--- src/rtl/rtc_evt_pkg.sv ---
package rtc_evt_pkg;

  localparam int FLAG_UPD = 4;
  localparam int FLAG_ALM = 5;
  localparam int FLAG_PER = 6;
  localparam int FLAG_IRQ = 7;

  typedef struct packed {
    logic upd;
    logic alm;
    logic per;
  } evt_t;

  // keep a requested rate code inside the supported band
  function automatic int clamp_code(int code, int lo, int hi);
    if (code < lo) return lo;
    if (code > hi) return hi;
    return code;
  endfunction

  // log2 of the poll rate: the floor rate unless periodic asks for faster
  function automatic int poll_log2(logic per_en, int code, int floor_log2);
    if (per_en && (code > floor_log2)) return code;
    return floor_log2;
  endfunction

  // reference strobes per poll tick
  function automatic int prescale_ratio(int max_log2, int plog2);
    return 1 << (max_log2 - plog2);
  endfunction

  // poll ticks per periodic event
  function automatic int divide_ratio(int plog2, int code);
    if (code >= plog2) return 1;
    return 1 << (plog2 - code);
  endfunction

  function automatic logic [15:0] flag_word(evt_t e);
    logic [15:0] w;
    w = '0;
    w[15:8] = 8'd1;
    w[FLAG_IRQ] = 1'b1;
    w[FLAG_UPD] = e.upd;
    w[FLAG_ALM] = e.alm;
    w[FLAG_PER] = e.per;
    return w;
  endfunction

endpackage

--- src/rtl/rtc_poll_timer.sv ---
module rtc_poll_timer
  import rtc_evt_pkg::*;
#(
  parameter int MAX_LOG2  = 13,
  parameter int BASE_LOG2 = 6,
  parameter int CODE_W    = 4
) (
  input  logic              clk,
  input  logic              rst_n,
  input  logic              ref_tick,
  input  logic              run,
  input  logic              per_en,
  input  logic [CODE_W-1:0] code_eff,
  output logic              poll_tick
);

  localparam int PRE_W = MAX_LOG2 - BASE_LOG2 + 1;

  logic [PRE_W-1:0] pre_cnt;
  logic [PRE_W-1:0] pre_lim;

  always_comb begin
    pre_lim = PRE_W'(prescale_ratio(MAX_LOG2,
                     poll_log2(per_en, int'(code_eff), BASE_LOG2)) - 1);
  end

  // compare with >= so a shrinking limit never strands the count
  assign poll_tick = run & ref_tick & (pre_cnt >= pre_lim);

  always_ff @(posedge clk) begin
    if (!rst_n) begin
      pre_cnt <= '0;
    end else if (!run) begin
      pre_cnt <= '0;
    end else if (ref_tick) begin
      pre_cnt <= poll_tick ? '0 : pre_cnt + 1'b1;
    end
  end

endmodule

--- src/rtl/rtc_periodic_div.sv ---
module rtc_periodic_div
  import rtc_evt_pkg::*;
#(
  parameter int BASE_LOG2 = 6,
  parameter int MIN_LOG2  = 1,
  parameter int CODE_W    = 4
) (
  input  logic              clk,
  input  logic              rst_n,
  input  logic              poll_tick,
  input  logic              per_en,
  input  logic [CODE_W-1:0] code_eff,
  output logic              per_fire,
  output logic              per_clr
);

  localparam int DIV_W = BASE_LOG2 - MIN_LOG2 + 1;

  logic              en_q;
  logic [CODE_W-1:0] code_q;
  logic [DIV_W-1:0]  div_cnt;
  logic [DIV_W-1:0]  div_lim;
  logic [DIV_W:0]    cnt_next;

  always_comb begin
    div_lim = DIV_W'(divide_ratio(poll_log2(1'b1, int'(code_eff), BASE_LOG2),
                                  int'(code_eff)));
  end

  assign cnt_next = {1'b0, div_cnt} + 1'b1;
  assign per_clr  = (per_en & ~en_q) | (code_eff != code_q);
  assign per_fire = poll_tick & per_en & ~per_clr & (cnt_next >= {1'b0, div_lim});

  always_ff @(posedge clk) begin
    if (!rst_n) begin
      en_q    <= 1'b0;
      code_q  <= CODE_W'(MIN_LOG2);
      div_cnt <= '0;
    end else begin
      en_q   <= per_en;
      code_q <= code_eff;
      if (per_clr) begin
        div_cnt <= '0;
      end else if (poll_tick && per_en) begin
        div_cnt <= per_fire ? '0 : cnt_next[DIV_W-1:0];
      end
    end
  end

endmodule

--- src/rtl/rtc_event_eval.sv ---
module rtc_event_eval
  import rtc_evt_pkg::*;
#(
  parameter int HW = 5,
  parameter int MW = 6,
  parameter int SW = 6
) (
  input  logic          clk,
  input  logic          rst_n,
  input  logic          poll_tick,
  input  logic          en_upd,
  input  logic          en_alm,
  input  logic          per_fire,
  input  logic [HW-1:0] cur_hour,
  input  logic [MW-1:0] cur_min,
  input  logic [SW-1:0] cur_sec,
  input  logic [HW-1:0] alm_hour,
  input  logic [MW-1:0] alm_min,
  input  logic [SW-1:0] alm_sec,
  output logic          upd_hit,
  output logic          alm_hit,
  output logic          irq_pulse,
  output logic [15:0]   irq_flags
);

  logic [SW-1:0] last_sec;
  logic          time_match;
  logic          any_hit;
  evt_t          hits;

  assign time_match = (cur_hour == alm_hour) && (cur_min == alm_min) &&
                      (cur_sec == alm_sec);
  assign upd_hit = poll_tick & en_upd & (cur_sec != last_sec);
  assign alm_hit = poll_tick & en_alm & time_match;
  assign any_hit = upd_hit | alm_hit | per_fire;

  always_comb begin
    hits.upd = upd_hit;
    hits.alm = alm_hit;
    hits.per = per_fire;
  end

  always_ff @(posedge clk) begin
    if (!rst_n) begin
      last_sec  <= '0;
      irq_pulse <= 1'b0;
      irq_flags <= '0;
    end else begin
      irq_pulse <= any_hit;
      if (upd_hit) last_sec <= cur_sec;
      if (any_hit) irq_flags <= flag_word(hits);
    end
  end

endmodule

--- src/rtl/rtc_evt_gen.sv ---
module rtc_evt_gen
  import rtc_evt_pkg::*;
#(
  parameter int MAX_LOG2  = 13,
  parameter int BASE_LOG2 = 6,
  parameter int MIN_LOG2  = 1,
  parameter int CODE_W    = 4,
  parameter int HW        = 5,
  parameter int MW        = 6,
  parameter int SW        = 6
) (
  input  logic              clk,
  input  logic              rst_n,
  input  logic              ref_tick,
  input  logic              en_update,
  input  logic              en_alarm,
  input  logic              en_periodic,
  input  logic [CODE_W-1:0] per_code,
  input  logic [HW-1:0]     cur_hour,
  input  logic [MW-1:0]     cur_min,
  input  logic [SW-1:0]     cur_sec,
  input  logic [HW-1:0]     alm_hour,
  input  logic [MW-1:0]     alm_min,
  input  logic [SW-1:0]     alm_sec,
  output logic              irq_pulse,
  output logic [15:0]       irq_flags
);

  logic [CODE_W-1:0] code_eff;
  logic              run;
  logic              poll_tick;
  logic              per_fire;
  logic              per_clr;
  logic              upd_hit;
  logic              alm_hit;

  always_comb begin
    code_eff = CODE_W'(clamp_code(int'(per_code), MIN_LOG2, MAX_LOG2));
  end

  assign run = en_update | en_alarm | en_periodic;

  rtc_poll_timer #(
    .MAX_LOG2 (MAX_LOG2),
    .BASE_LOG2(BASE_LOG2),
    .CODE_W   (CODE_W)
  ) u_poll (
    .clk      (clk),
    .rst_n    (rst_n),
    .ref_tick (ref_tick),
    .run      (run),
    .per_en   (en_periodic),
    .code_eff (code_eff),
    .poll_tick(poll_tick)
  );

  rtc_periodic_div #(
    .BASE_LOG2(BASE_LOG2),
    .MIN_LOG2 (MIN_LOG2),
    .CODE_W   (CODE_W)
  ) u_div (
    .clk      (clk),
    .rst_n    (rst_n),
    .poll_tick(poll_tick),
    .per_en   (en_periodic),
    .code_eff (code_eff),
    .per_fire (per_fire),
    .per_clr  (per_clr)
  );

  rtc_event_eval #(
    .HW(HW),
    .MW(MW),
    .SW(SW)
  ) u_eval (
    .clk      (clk),
    .rst_n    (rst_n),
    .poll_tick(poll_tick),
    .en_upd   (en_update),
    .en_alm   (en_alarm),
    .per_fire (per_fire),
    .cur_hour (cur_hour),
    .cur_min  (cur_min),
    .cur_sec  (cur_sec),
    .alm_hour (alm_hour),
    .alm_min  (alm_min),
    .alm_sec  (alm_sec),
    .upd_hit  (upd_hit),
    .alm_hit  (alm_hit),
    .irq_pulse(irq_pulse),
    .irq_flags(irq_flags)
  );

endmodule

--- config.mk ---
export PLATFORM = sky130hd
export DESIGN_NAME = rtc_evt_gen
export DESIGN_NICKNAME = d
export VERILOG_FILES = /design/src/rtl/rtc_evt_pkg.sv /design/src/rtl/rtc_poll_timer.sv /design/src/rtl/rtc_periodic_div.sv /design/src/rtl/rtc_event_eval.sv /design/src/rtl/rtc_evt_gen.sv
export SDC_FILE = /design/constraint.sdc
export NUM_CORES = 1
export LEC_CHECK = 0
export BUFFER_PORTS_ARGS = -buffer_cell sky130_fd_sc_hd__buf_2
export CAP_MARGIN = 20
export CORE_ASPECT_RATIO = 0.8
export CORE_MARGIN = 2
export CORE_UTILIZATION = 40
export CTS_BUF_LIST = sky130_fd_sc_hd__clkbuf_8 sky130_fd_sc_hd__clkbuf_16
export CTS_CLUSTER_SIZE = 10
export DETAILED_ROUTE_END_ITERATION = 6
export GPL_TIMING_DRIVEN = 0
export SYNTH_ARGS = -nofsm -noshare
export SYNTH_HDL_FRONTEND = slang
export SYNTH_SLANG_ARGS = --single-unit
--- constraint.sdc ---
create_clock -name clk -period 13.3 [get_ports clk]
set_clock_uncertainty 0.2 [all_clocks]
set_input_delay 2.66 -clock clk [delete_from_list [all_inputs] [get_ports clk]]
set_output_delay 2.66 -clock clk [all_outputs]
set_load 0.05 [all_outputs]
After elaboration in Yosys (flattened, before gate mapping). Index checks and enable logic that the tools add are counted.

$mul: 0. Reductions and logical operators: 6. $lt $le $gt $ge: 6. Div/mod/pow operators: 0. Eq/ne operators: 5. Add/sub/neg operators: 5. Mux-type cells: 18. Bitwise operators: 18. Shift-type cells: 2.

Operators with widths (count): $ge 5x32->1 (1); $mux 32 (1); $shl 1x32->6 const A (1); $shl 1x32->8 const A (1); $sub 32x5->32 (1); $mux 4 (6); $eq 6x6->1 (2); $mux 6 (2); $and 1x1->1 (10); $add 8x1->8 const B (1); $ge 8x8->1 (1); $mux 1 (8); $mux 8 (1); $sub 8x2->8 const B (1); $add 6x1->7 const B (1); $ge 7x6->1 (1); $ne 6x6->1 (1); $eq 5x5->1 (1); $or 1x1->1 (5); $sub 4x4->5 const A (1); $gt 4x3->1 const B (1); $gt 4x4->1 const B (1); $logic_and 1x1->1 (4); $lt 4x1->1 const B (1); 4 further kinds (6).

Logic and storage cells: 67. Input port bits: 44. Memories: 0. Output and inout port bits: 17. Register bits: 30. RAM bits: 0. Latch bits: 0. ROM bits: 0.

Longest topological paths before layout.
Depth after elaboration: 18. Gate-level depth with buffers: 23. Mapped depth without buffers: 21.

Hierarchy. A second synthesis with hierarchy kept.

Cells, all modules: 307. Area, all modules: 2555.0 µm².

By module, submodules not included: rtc_periodic_div (times used 1, cells each 105, sequential area each 220.2 µm², area an instance 877.1 µm²); rtc_poll_timer (times used 1, cells each 106, sequential area each 160.2 µm², area an instance 835.8 µm²); rtc_event_eval (times used 1, cells each 89, sequential area each 220.2 µm², area an instance 803.3 µm²); rtc_evt_gen (times used 1, cells each 7, sequential area each 0.0 µm², area an instance 38.8 µm²).

Least setup slack after synthesis. Ideal clock, no wire load.

Path type: input port to flip-flop. Start point: input per_code[3]. End point: register, netlist name u_eval.irq_flags[7]. Setup slack: 6.480 ns. Buffers on the path: 1. Cell stages on the path: 21. Library setup time: 0.120 ns. Data arrival time: 6.500 ns. Data required time: 12.980 ns. Cell sequence: buf_2 > and2_1 > and2_1 > inv_1 > ha_1 > ha_1 > nor2b_1 > and2_1 > nand3_1 > ha_1 > nand2b_1 > nor3_1 > a31oi_1 > a2bb2oi_1 > ha_1 > a21o_1 > a221oi_2 > nand3b_1 > nand2_2 > and3b_1 > o31a_1.

Word-level cells in the longest chain between the ends: 18. Elaborated cells on any way between the ends: 41. Classes of those cells: 3 x add/sub; 6 x order compare; 1 x eq/ne; 2 x shift; 16 x mux; 12 x bitwise; 1 x reduce/logical.

Ends and longest elaborated chain: start: declaration (line rtc_evt_gen.sv:18) `input logic [CODE_W-1:0] per_code,`; $lt 4x1->1 or $gt 4x4->1 (tied branches) (line rtc_evt_pkg.sv:16, rtc_evt_pkg.sv:17); $mux 1 (on tied branches) (line rtc_evt_pkg.sv:16, rtc_evt_pkg.sv:17); $mux 4 or $mux 1 (tied branches) (line rtc_evt_pkg.sv:17) `if (code > hi) return hi;`; $mux 4 (line rtc_evt_pkg.sv:18) `return code;`; $mux 4 * (line rtc_evt_pkg.sv:17); $gt 4x3->1 (line rtc_evt_pkg.sv:23) `if (per_en && (code > floor_log2)) return code;`; $logic_and 1x1->1 (line rtc_evt_pkg.sv:23); $mux 4 or $mux 1 (tied branches) (line rtc_evt_pkg.sv:23); $mux 4 (line rtc_evt_pkg.sv:24) `return floor_log2;`; $sub 4x4->5 (line rtc_evt_pkg.sv:29) `return 1 << (max_log2 - plog2);`; $shl 1x32->8 (line rtc_evt_pkg.sv:29); $sub 8x2->8 (line rtc_poll_timer.sv:24) `poll_log2(per_en, int'(code_eff), BASE_LOG2)) - 1);`; $ge 8x8->1 (line rtc_poll_timer.sv:28) `assign poll_tick = run & ref_tick & (pre_cnt >= pre_lim);`; $and 1x1->1 (line rtc_poll_timer.sv:28); $and 1x1->1 (on tied branches) (2 in series) (line rtc_event_eval.sv:33, rtc_periodic_div.sv:32, rtc_event_eval.sv:34); $or 1x1->1 or $and 1x1->1 (tied branches) (line rtc_event_eval.sv:35, rtc_periodic_div.sv:32); $or 1x1->1 * (line rtc_event_eval.sv:35) `assign any_hit = upd_hit | alm_hit | per_fire;`.

Mark *: on every way between the ends. The rest lies on a longest branch, timed or not. The select of a mux whose other input is x is not followed. A chain may end at the register's enable or synchronous reset.

Worst setup path in the final report.
Start point: input per_code[3]. End point: register u_eval.last_sec[0].

Word-level cells in the longest chain between the ends: 16. Elaborated cells on any way between the ends: 21. Classes of those cells: 2 x add/sub; 4 x order compare; 1 x shift; 10 x mux; 3 x bitwise; 1 x reduce/logical.

Ends and longest elaborated chain: $lt 4x1->1 or $gt 4x4->1 (tied branches) (line rtc_evt_pkg.sv:16, rtc_evt_pkg.sv:17); $mux 1 (on tied branches) (line rtc_evt_pkg.sv:16, rtc_evt_pkg.sv:17); $mux 4 or $mux 1 (tied branches) (line rtc_evt_pkg.sv:17); $mux 4 (line rtc_evt_pkg.sv:18); $mux 4 * (line rtc_evt_pkg.sv:17); $gt 4x3->1 (line rtc_evt_pkg.sv:23); $logic_and 1x1->1 (line rtc_evt_pkg.sv:23); $mux 4 or $mux 1 (tied branches) (line rtc_evt_pkg.sv:23); $mux 4 * (line rtc_evt_pkg.sv:24); $sub 4x4->5 * (line rtc_evt_pkg.sv:29); $shl 1x32->8 * (line rtc_evt_pkg.sv:29); $sub 8x2->8 * (line rtc_poll_timer.sv:24); $ge 8x8->1 * (line rtc_poll_timer.sv:28); $and 1x1->1 * (line rtc_poll_timer.sv:28); $and 1x1->1 * (2 in series) (line rtc_event_eval.sv:33) `assign upd_hit = poll_tick & en_upd & (cur_sec != last_sec);`; end signal: assignment (line rtc_event_eval.sv:50) `if (upd_hit) last_sec <= cur_sec;`; end: declaration (line rtc_event_eval.sv:26) `logic [SW-1:0] last_sec;`.

Marked as above.

==> results.yml <==
drt:
  wire_per_inst_um: 10.9
  viasPerCell: 4.83
  routed_wl_um: 4780
  drc: 0
  drtIter0Drc: 52
  vias: 2117
  ant_nets: 0
  drtPass1Iterations: 4
setup_path:
  slowest_stage: "o21ai_0"
  rr_endpoint: "u_eval.irq_flags[7]$_SDFFE_PN0P_"
  path_depth: 22
  cp_max_fo: 10
  path_buf_inv: 3
  startpoint_type: "input pin"
  r2r_setup_slack_ps: 10250
  worstPathArrival_ps: 7300
  endpoint_kind: "flop"
  worstPathCellList: "buf_2 -> buf_2 -> and2_1 -> and2_1 -> inv_1 -> ha_1 -> ha_1 -> nor2b_1 -> and2_1 -> nand3_1 -> ha_1 -> nand2b_1 -> nor3_1 -> a31oi_1 -> a2bb2oi_1 -> ha_1 -> a21o_1 -> a221oi_2 -> nor2b_1 -> o21ai_0 -> o21ai_0 -> a21oi_1"
  worstSetupEndpoint: "u_eval.last_sec[0]$_SDFFE_PN0P_"
  reg2reg_depth: 10
  slowest_delay_ps: 530
  r2r-start: "u_div.div_cnt[0]$_SDFFE_PP0P_"
  crit_family: "simple AND/OR/NAND/NOR gates"
  critPathKind: "input pin to flop"
  setup.worst_path.start: "per_code[3]"
  cp.required_ps: 13320
  cpMostUsedCell: "ha_1"
cts:
  post_cts_buffers: 0
  tritoncts: "built"
  cts_sinks: 30
  htree_levels: 2
  clk_latency_ps: 280
  hold_buffers: 0
  ctsRootBufferMaster: "clkbuf_8"
  postCtsResizedCells: 0
  numCtsBuffers: 5
  clk_pin_slew_worst_paths_ps: 70
  cts.path.max_buffers: 2
power:
  p_leak_uw: 0.00125
  ir_worst_vdd_mv: 0.0317
  powerDensity_nw_per_um2: 75.8
floorplan:
  fp.dieW_um: 90.3
  ios: 61
  fp.coreArea_um2: 5820
  start_util_pct: 40.9
  core.rowCount: 25
  die_y_um: 73.0
  die_area_um2: 6590
grt:
  grt_start_max_net_pins: 11
  grt_pass1_vias: 1882
  overflow: 0
  grt_pass1_wl_um: 8050
  antenna_found_initial: 0
  grt_usage_pct: 15.0
synthesis:
  synthXorXnorAreaFrac_pct: 14.0
  synth_edf_count: 0
  synth.avg_cell_area_um2: 8.24
  syn_area_um2: 2380
  async_reset_ff_share_pct: 0
  synthAdderAreaFrac_pct: 12.9
  synth_compound_area_share_pct: 16.1
  synthMuxAreaShare_pct: 0
  synth_cells: 289
  yosys.cell_types.count: 56
  ys_warn_count: 0
  synth-seq-area-share_pct: 25.2
  synth_top_family_by_area: "simple AND/OR/NAND/NOR gates"
  synth-simple-area-share_pct: 25.1
  synth_ff_type: "dfxtp_1"
  ys_seq_elements: 30
layout:
  nFillCells: 605
  drive_gt1_share_pct: 23.8
  final_cell_count_no_fill: 438
  diodes: 0
  final_util_pct: 49.2
  nNetsFinal: 423
  syn_to_final_growth_pct: 20.2
timing:
  rsz0062_at_grt: "no"
  setup_viol: 0
  post-route-period-util_pct: 54.8
  final_hold_viol_count: 0
  post-route-min-period_ps: 7290
  tightestPinTransition_ps: 640
  tns_ps: 0
  relSlewSlack_pct: 56.9
  final_max_slew_viol_count: 0
  fmax_ghz: 0.137
placement:
  portBuffers: 48
  dp_hpwl_um: 3820
  gp_congestion: 0.826
  post-place-cells: 430
run:
  cap_viol_max_count: 0
outcome:
  outcome: "finished clean"
worst_hold_path:
  hold_class: "flop to flop"
[per-layer routing]
metal	vias to the layer above	part of all wire [%]	GRT usage [%]
li1	1133	-	-
met1	920	51	19.8
met2	60	42	24.1
met3	4	5.9	4.24
met4	0	1.0	4.62
met5	-	0	0
[stage by stage]
stage	total power, uW	setup slack (ps)	hold WS (ps)	instance area, um^2
CTS	221	6070	262	2860
floorplan	129	6480	264	2430
finish	217	6010	256	2860
detailed placement	142	5790	252	2770
global route	229	5620	308	2860
global placement	142	5790	255	2770
[registers in the layout, indices dropped and copies added, names as in the netlist]
signal            flops
u_div.code_q          4
u_div.div_cnt         6
u_div.en_q            1
u_eval.irq_flags      4
u_eval.irq_pulse      1
u_eval.last_sec       6
u_poll.pre_cnt        8
[worst min-delay path, cell delays in order, from the launching register on]
cell,delay (ps)
dfxtp_1,310
nand2_1,50
o22ai_1,50
[placed cells by master, fill, tap and decap left out, types with 5 or more instances in the layout]
cell type and instances:
a21oi_1 14, nor2b_1 6, xnor2_1 29, xor2_1 9
nand3_1 22, nand2_1 26, dfxtp_1 30, buf_4 12
ha_1 23, conb_1 14, nor2_1 16, clkbuf_8 6
inv_1 7, o21ai_0 9, nand2b_1 5, buf_2 50
nand4_1 5, and3_1 5
[worst min-delay path by stage]
| stage | start | end | slack, ps | cells past startpoint |
|---|---|---|---|---|
| CTS | u_eval.irq_flags[6]$_SDFFE_PN0P_ | u_eval.irq_flags[6]$_SDFFE_PN0P_ | 260 | 2 |
| global placement | u_eval.irq_flags[6]$_SDFFE_PN0P_ | u_eval.irq_flags[6]$_SDFFE_PN0P_ | 250 | 2 |
| floorplan | u_div.div_cnt[5]$_SDFFE_PP0P_ | u_div.div_cnt[5]$_SDFFE_PP0P_ | 260 | 2 |
| global route | u_eval.irq_flags[6]$_SDFFE_PN0P_ | u_eval.irq_flags[6]$_SDFFE_PN0P_ | 310 | 2 |
| finish | u_eval.irq_flags[6]$_SDFFE_PN0P_ | u_eval.irq_flags[6]$_SDFFE_PN0P_ | 260 | 2 |
| detailed placement | u_eval.irq_flags[6]$_SDFFE_PN0P_ | u_eval.irq_flags[6]$_SDFFE_PN0P_ | 250 | 2 |
[Yosys cell counts (3+ instances only)]
| library cell | instances | area [um^2] |
|---|---|---|
| dfxtp_1 | 30 | 601 |
| nand3b_1 | 4 | 30.0 |
| nand2b_1 | 5 | 31.3 |
| or2_2 | 3 | 18.8 |
| o21a_1 | 4 | 30.0 |
| nand3_1 | 22 | 110 |
| nand2_1 | 26 | 97.6 |
| a31oi_1 | 3 | 18.8 |
| o21ai_0 | 9 | 45.0 |
| xnor2_1 | 29 | 254 |
| inv_1 | 7 | 26.3 |
| nand4_1 | 5 | 31.3 |
| clkbuf_1 | 4 | 15.0 |
| and2_1 | 4 | 25.0 |
| ha_1 | 23 | 288 |
| nor2b_1 | 6 | 37.5 |
| a21oi_1 | 14 | 70.1 |
| and3_1 | 5 | 31.3 |
| buf_4 | 12 | 90.1 |
| nor3_1 | 4 | 20.0 |
| xor2_1 | 9 | 78.8 |
| nor2_1 | 16 | 60.1 |
[logic make-up after synthesis]
| group | after synthesis |
|---|---|
| other cells | 2 |
| compound gates | 54 |
| buf+inv | 26 |
| flops | 30 |
| simple gates | 114 |
| xor+xnor | 38 |
| fa+ha+maj | 25 |
[final cells by class]
cell class	count	area, um^2	area share (%)
plain buffers	19	126	4.41
inverters	7	26.3	0.917
clock buffers	6	82.6	2.88
flip-flops and latches	30	601	21.0
multi-input cells	245	1670	58.5
repair buffers	48	240	8.39
well taps	81	101	3.54
clock inverters	2	12.5	0.437
[where the power goes]
group          switching [uW]  internal [uW]  leakage [uW]
logic                    27.7           20.8      0.000962
clock network            35.2           41.5     0.0000472
registers               0.737           91.1      0.000243
No activity file was read; power rests on OpenSTA's default activity.
